$ cat src/rtl/cmp_branch_unit.sv
module cmp_branch_unit #(
  parameter int XLEN  = 32,
  parameter int ILEN  = 16,
  parameter int OFF_W = 10
) (
  input  logic            clk,
  input  logic            rst_n,
  input  logic            cmp_en,
  input  logic [XLEN-1:0] opnd_a,
  input  logic [XLEN-1:0] opnd_b,
  input  logic            instr_valid,
  input  logic [ILEN-1:0] instr,
  input  logic [XLEN-1:0] pc,
  output logic            br_taken,
  output logic [XLEN-1:0] next_pc,
  output logic            illegal_op
);
  localparam int SGT = 0, SLT = 1, EQ = 2, UGT = 3, ULT = 4;
  localparam int CODE_W   = ILEN - 2 - OFF_W;
  localparam int EXT_W    = XLEN - OFF_W - 1;
  localparam logic [XLEN-1:0] STEP = XLEN'(ILEN / 8);

  logic [4:0]        flags_q, flags_d;
  logic [CODE_W-1:0] code;
  logic              is_branch, cond_ok, code_bad;
  logic [XLEN-1:0]   offset, target, fall_through;

  always_comb begin
    flags_d = '0;
    if (opnd_a == opnd_b) flags_d[EQ] = 1'b1;
    else begin
      flags_d[SGT] = $signed(opnd_a) > $signed(opnd_b);
      flags_d[SLT] = $signed(opnd_a) < $signed(opnd_b);
      flags_d[UGT] = opnd_a > opnd_b;
      flags_d[ULT] = opnd_a < opnd_b;
    end
  end

  always_ff @(posedge clk) begin
    if (!rst_n)      flags_q <= '0;
    else if (cmp_en) flags_q <= flags_d;
  end

  assign is_branch = instr[ILEN-1] & instr[ILEN-2];
  assign code      = instr[ILEN-3 -: CODE_W];

  always_comb begin
    cond_ok  = 1'b0;
    code_bad = 1'b0;
    case (code)
      CODE_W'(0): cond_ok = flags_q[EQ];
      CODE_W'(1): cond_ok = !flags_q[EQ];
      CODE_W'(2): cond_ok = flags_q[SLT];
      CODE_W'(3): cond_ok = flags_q[SGT];
      CODE_W'(4): cond_ok = flags_q[ULT];
      CODE_W'(5): cond_ok = flags_q[UGT];
      CODE_W'(6): cond_ok = flags_q[SGT] | flags_q[EQ];
      CODE_W'(7): cond_ok = flags_q[SLT] | flags_q[EQ];
      CODE_W'(8): cond_ok = flags_q[UGT] | flags_q[EQ];
      CODE_W'(9): cond_ok = flags_q[ULT] | flags_q[EQ];
      default:    code_bad = 1'b1;
    endcase
  end

  assign offset       = {{EXT_W{instr[OFF_W-1]}}, instr[OFF_W-1:0], 1'b0};
  assign target       = pc + offset;
  assign fall_through = pc + STEP;

  always_ff @(posedge clk) begin
    if (!rst_n) begin
      br_taken   <= 1'b0;
      illegal_op <= 1'b0;
      next_pc    <= '0;
    end else if (instr_valid) begin
      br_taken   <= is_branch & cond_ok;
      illegal_op <= is_branch & code_bad;
      next_pc    <= (is_branch & cond_ok) ? target : fall_through;
    end else begin
      br_taken   <= 1'b0;
      illegal_op <= 1'b0;
    end
  end
endmodule

$ cat config.mk
export PLATFORM = sky130hd
export DESIGN_NAME = cmp_branch_unit
export DESIGN_NICKNAME = d
export VERILOG_FILES = /design/src/rtl/cmp_branch_unit.sv
export SDC_FILE = /design/constraint.sdc
export NUM_CORES = 1
export LEC_CHECK = 0
export ABC_AREA = 1
export BUFFER_PORTS_ARGS = -buffer_cell sky130_fd_sc_hd__buf_2
export CAP_MARGIN = 20
export CORE_MARGIN = 3
export CORE_UTILIZATION = 52
export CTS_CLUSTER_DIAMETER = 40
export DETAILED_ROUTE_END_ITERATION = 8
export PLACE_DENSITY = 0.82
export SETUP_SLACK_MARGIN = 0.02
export SLEW_MARGIN = 20
export SYNTH_ARGS = -nofsm -noshare
export SYNTH_HDL_FRONTEND = slang
export SYNTH_SLANG_ARGS = --single-unit
$ cat constraint.sdc
create_clock -name clk -period 3.7 [get_ports clk]
set_input_delay 0.37 -clock clk [delete_from_list [all_inputs] [get_ports clk]]
set_output_delay 0.37 -clock clk [all_outputs]
set_load 0.05 [all_outputs]
Word-level counts from Yosys, hierarchy flattened
Index checks and enable logic that the tools add are counted.
{ "classes": {"n_addsub": 2, "mul": 0, "n_div": 0, "magnitude_cmp": 4, "n_eq_ne": 10, "n_shift": 0, "mux": 6, "n_bitwise": 7, "n_reduce_logical": 4} }
{ "ops": {"columns": ["op", "n"], "rows": [
  ["$gt A32 B32 Y1", 2],
  ["$lt A32 B32 Y1", 2],
  ["$add A32 B2 Y32 const B", 1],
  ["$add A32 B32 Y32", 1],
  ["$eq A32 B32 Y1", 1],
  ["$mux W32", 1],
  ["$eq A4 B3 Y1 const B", 4],
  ["$pmux W1 S10", 1],
  ["$reduce_or A10 Y1", 1],
  ["$eq A4 B2 Y1 const B", 2],
  ["$eq A4 B4 Y1 const B", 2],
  ["$eq A4 B1 Y1 const B", 1],
  ["$logic_not A4 Y1", 1],
  ["$mux W2", 2],
  ["$or A1 B1 Y1", 4],
  ["$and A1 B1 Y1", 3],
  ["$mux W1", 2],
  ["$reduce_and A2 Y1", 1],
  ["$logic_not A1 Y1", 1]
]} }
{ "totals": {"regBits": 39, "latchBits": 0, "ram_bits": 0, "rom_bits": 0, "input_bits": 116, "output_inout_bits": 34, "elab_cells": 37, "n_memories": 0} }

Depth between registers and ports, before layout
{ "logic_depth": {"depth_word": 4, "mapped_depth": 23} }

Least setup slack after synthesis
No wires, ideal clock.
{ "synth_timing": {"kind": "in2reg", "startpoint": "in instr[11]", "endpoint": "reg next_pc[19]", "setup_time_ns": 0.109, "arrival_time_ns": 2.581, "required_ns": 3.591, "path_slack_ns": 1.009, "path_stages": 15, "path_buffers": 0, "path_cell_list": "nor2_1 nor2_1 nor2_1 nand3_4 nor2_4 ha_1 a21oi_1 o21ai_1 a21oi_1 nand2_2 a21oi_2 xor2_1 nand2_1 nand2_1 inv_1"} }
{ "synth_between": {"elab_chain_cells": 4} }
{ "synth_lines": {"columns": ["item", "line", "text"], "rows": [
  ["from (decl)", "12", "input logic [ILEN-1:0] instr,"],
  ["$eq A4 B4 Y1 (tied with other cells)", "50", "case (code)"],
  ["$pmux W1 S10 (*)", "50", null],
  ["$and A1 B1 Y1 (*)", "77", "next_pc <= (is_branch & cond_ok) ? target : fall_through;"],
  ["$mux W32 (*)", "77", null],
  ["to (signal assigned)", "77", null],
  ["to (decl)", "15", "output logic [XLEN-1:0] next_pc,"]
]} }
Mark *: on every way between the ends. The rest lies on a longest branch, timed or not.
A chain may end at the register's enable or synchronous reset.

Final worst setup path
{ "layout_timing": {"startpoint": "reg flags_q[0]", "endpoint": "reg next_pc[28]"} }
{ "layout_between": {"elab_chain_cells": 4} }
{ "layout_lines": {"columns": ["item", "line", "text"], "rows": [
  ["from (decl)", "23", "logic [4:0] flags_q, flags_d;"],
  ["from (signal assigned)", "41", "else if (cmp_en) flags_q <= flags_d;"],
  ["$or A1 B1 Y1", "57", "CODE_W'(6): cond_ok = flags_q[SGT] | flags_q[EQ];"],
  ["$pmux W1 S10 (*)", "50", null],
  ["$and A1 B1 Y1 (*)", "77", null],
  ["$mux W32 (*)", "77", null]
]} }
Marked as above.

==> results.json <==
{
  "layout_setup_ws_ns": 0.592,
  "synthesis.area_sq_um": 4490,
  "drc": 0,
  "syn_nets": 924,
  "critPathLaunchType": "register",
  "cp.arrival_ns": 3.30,
  "area_growth_pct": 21.8,
  "rsz0062_at_grt": "false",
  "grt_pass1_vias": 4645,
  "fin_skew_ns": 0.00514,
  "ant_nets": 0,
  "rows": 33,
  "vias": 5126,
  "p_leak_nw": 3.28,
  "clk_pin_slew_ns": 0.08,
  "power_density_nw_per_um2": 266,
  "tns_ns": 0,
  "die_w_um": 98.9,
  "crit_path_frequent_cell": "nand2_1",
  "dieHeight_um": 98.9,
  "cp-end-kind": "register",
  "fmaxAchievable_mhz": 322,
  "synth-main-ff-cell": "dfxtp_1",
  "synth_edf_count": 0,
  "dp_worst_setup_slack_ns": 0.372,
  "fin_area_sq_um": 5460,
  "wl_per_cell_um": 12.7,
  "worst_pin_slew_ns": 0.780,
  "antenna_found_initial": 0,
  "path_cells": "nand2_1 > nand3_1 > nand2_1 > nand2_1 > nand2_1 > nand2_1 > nand3_4 > nor2_4 > buf_4 > ha_1 > a21oi_1 > inv_1 > a31oi_1 > o21ai_0 > a21oi_1 > nand2_1 > nand2_1 > nand3_1 > nand2_1 > inv_1",
  "max-cap-violations": 0,
  "drive_gt1_frac": 0.207,
  "nFillCells": 823,
  "final_cells": 998,
  "synth-async-reset-ratio": 0,
  "cts.sinks": 39,
  "grt_max_degree": 28,
  "grt_pass1_wl_um": 21000,
  "worstPathRequired_ns": 3.90,
  "slew_headroom": 0.479,
  "cts_buffers": 5,
  "die-area_sq_um": 9780,
  "hold_path.class": "input port to register",
  "cts_hold_buf": 0,
  "finalCritPeriodShare": 0.840,
  "start_util": 0.540,
  "track_usage": 0.257,
  "synth-seq-area-share": 0.174,
  "dp_hpwl_um": 10700,
  "yosys_warnings": 0,
  "cts_resized": 0,
  "crit_path_max_incr_delay_ns": 0.37,
  "core_sq_um": 8300,
  "place_inst": 990,
  "netlist_instances": 745,
  "finalHoldViolCount": 0,
  "h-tree-depth": 2,
  "finalWeightedCongestion": 1.02,
  "cts_root_buf": "clkbuf_8",
  "crit_family": "simple AND/OR/NAND/NOR gates",
  "worstSkewPairLatency_ns": 0.29,
  "cp_num_buf_inv": 3,
  "num-nets-final": 1071,
  "cp_slowest_cell": "dfxtp_1",
  "first_pass_iters": 5,
  "syn_avg_cell_area_sq_um": 6.02,
  "drt-total-wl_um": 12700,
  "ir_drop_mv": 0.162,
  "dpl_cell_area_sq_um": 5330,
  "ys_types": 38,
  "worstPathMaxFanout": 14,
  "cts_setup_buffers": 0,
  "pin_count": 150,
  "via_per_inst": 5.14,
  "clk_path_buf_depth": 2,
  "drtIter0Drc": 253,
  "path_class": "register to register",
  "ys_ff_latch": 39,
  "cts_tree": "yes",
  "antenna_cells": 0,
  "grt-ovfl-total": 0,
  "min_period_ns": 3.11,
  "setup_viol": 0,
  "status": "completed",
  "slew_violations": 0,
  "port_buffers": 149
}
synthesized netlist by cell type, types with 5 or more instances:
library cell  count  area [sq um]
ha_1             62           776
o21bai_1          6          45.0
nand2_2           7          43.8
nand4_1           7          43.8
xnor2_1           5          43.8
o21ai_1          11          55.1
a21oi_1          54           270
o21ai_2           5          43.8
nand3_1          40           200
nor2_1           86           323
o21ai_0          38           190
nor3_1            5          25.0
xor2_1           11          96.3
dfxtp_1          39           781
nand2_1         185           694
clkbuf_1          9          33.8
inv_1           136           510
sequential cells by signal (all words and copies together), names as in the netlist:
register and cells:
flags_q 5, next_pc 32, br_taken 1, illegal_op 1
layout by cell type, fill, tap and decap left out, types with 2 or more instances in the layout:
cell / netlist / routed
o21bai_1: 6 / 6
dfxtp_1: 39 / 39
a21o_1: 3 / 3
nand4_1: 7 / 7
xor2_1: 11 / 11
o21ai_2: 5 / 5
inv_2: 3 / 3
a21oi_2: 4 / 4
a31oi_1: 3 / 3
xnor2_1: 5 / 5
nor2_2: 2 / 2
nor3_1: 5 / 5
a21boi_0: 3 / 3
clkbuf_8: 0 / 5
bufinv_16: 0 / 2
nand3_1: 40 / 40
ha_1: 62 / 62
o21ai_1: 11 / 11
buf_2: 1 / 149
nor4_1: 3 / 3
nand2_1: 185 / 185
nor2_1: 86 / 86
o21a_1: 4 / 4
o21ai_0: 38 / 38
nand2_2: 7 / 7
or2_2: 2 / 2
a21oi_1: 54 / 54
inv_1: 136 / 136
metrics by stage:
stage / power (mW) / hold WS (ns) / utilization
after floorplan: 0.870 / 0.458 / -
after global placement: 1.03 / 0.480 / 0.642
final: 1.46 / 0.297 / 0.658
after CTS: 1.46 / 0.293 / 0.658
after detailed placement: 1.04 / 0.485 / 0.642
after global routing: 1.55 / 0.294 / 0.658
worst reg2reg max path: cells and delay by family (launching register included):
family                     cells  cell delay, ns
and+or+nand+nor               12            1.26
AOI/OAI and AO/OA              4            0.76
DFF                            1            0.37
buffers and inverters          3            0.34
adders and majority gates      1            0.31
power breakdown:
group	switching, mW	internal (mW)	leakage (nW)
combinational	0.370	0.188	2.89
sequential	0.0206	0.456	0.324
clock	0.151	0.270	0.0654
total	0.542	0.913	3.28
final timing paths:
path / startpoint / endpoint / slack (ns) / depth (start not counted)
worst min-delay path: pc[0] / next_pc[0]$_SDFFE_PN0P_ / 0.30 / 3
worst min register to register: flags_q[1]$_SDFFE_PN0P_ / flags_q[1]$_SDFFE_PN0P_ / 0.49 / 2
worst max-delay path: flags_q[0]$_SDFFE_PN0P_ / next_pc[28]$_SDFFE_PN0P_ / 0.59 / 20
worst max register to register: flags_q[0]$_SDFFE_PN0P_ / next_pc[28]$_SDFFE_PN0P_ / 0.59 / 20
routing by layer:
metal,wire [um],up-vias,GRT usage
met5,0,-,0
met4,232,0,0.0704
met3,990,22,0.0333
met2,5780,197,0.429
met1,5680,2229,0.348
li1,-,2678,-
final cells by class:
cell class / count / area, sq um / area share
clock buffer: 6 / 72.6 / 0.0133
clock inverter: 2 / 60.1 / 0.0110
inverter: 140 / 526 / 0.0962
sequential: 39 / 781 / 0.143
tap: 105 / 131 / 0.0240
multi-input combinational: 556 / 3140 / 0.575
timing repair buffer: 150 / 753 / 0.138
logic make-up (layout without fill, tap and decap cells):
kind of cell	after synthesis	in the layout	synth area share
DFF	39	39	0.174
AOI/OAI and AO/OA	134	134	0.171
xor gates and xnor gates	16	16	0.0312
and+or+nand+nor	343	343	0.321
buffers and inverters	150	298	0.126
adders and majority gates	63	63	0.177
Note: power is estimated with default switching activity, not from simulation.
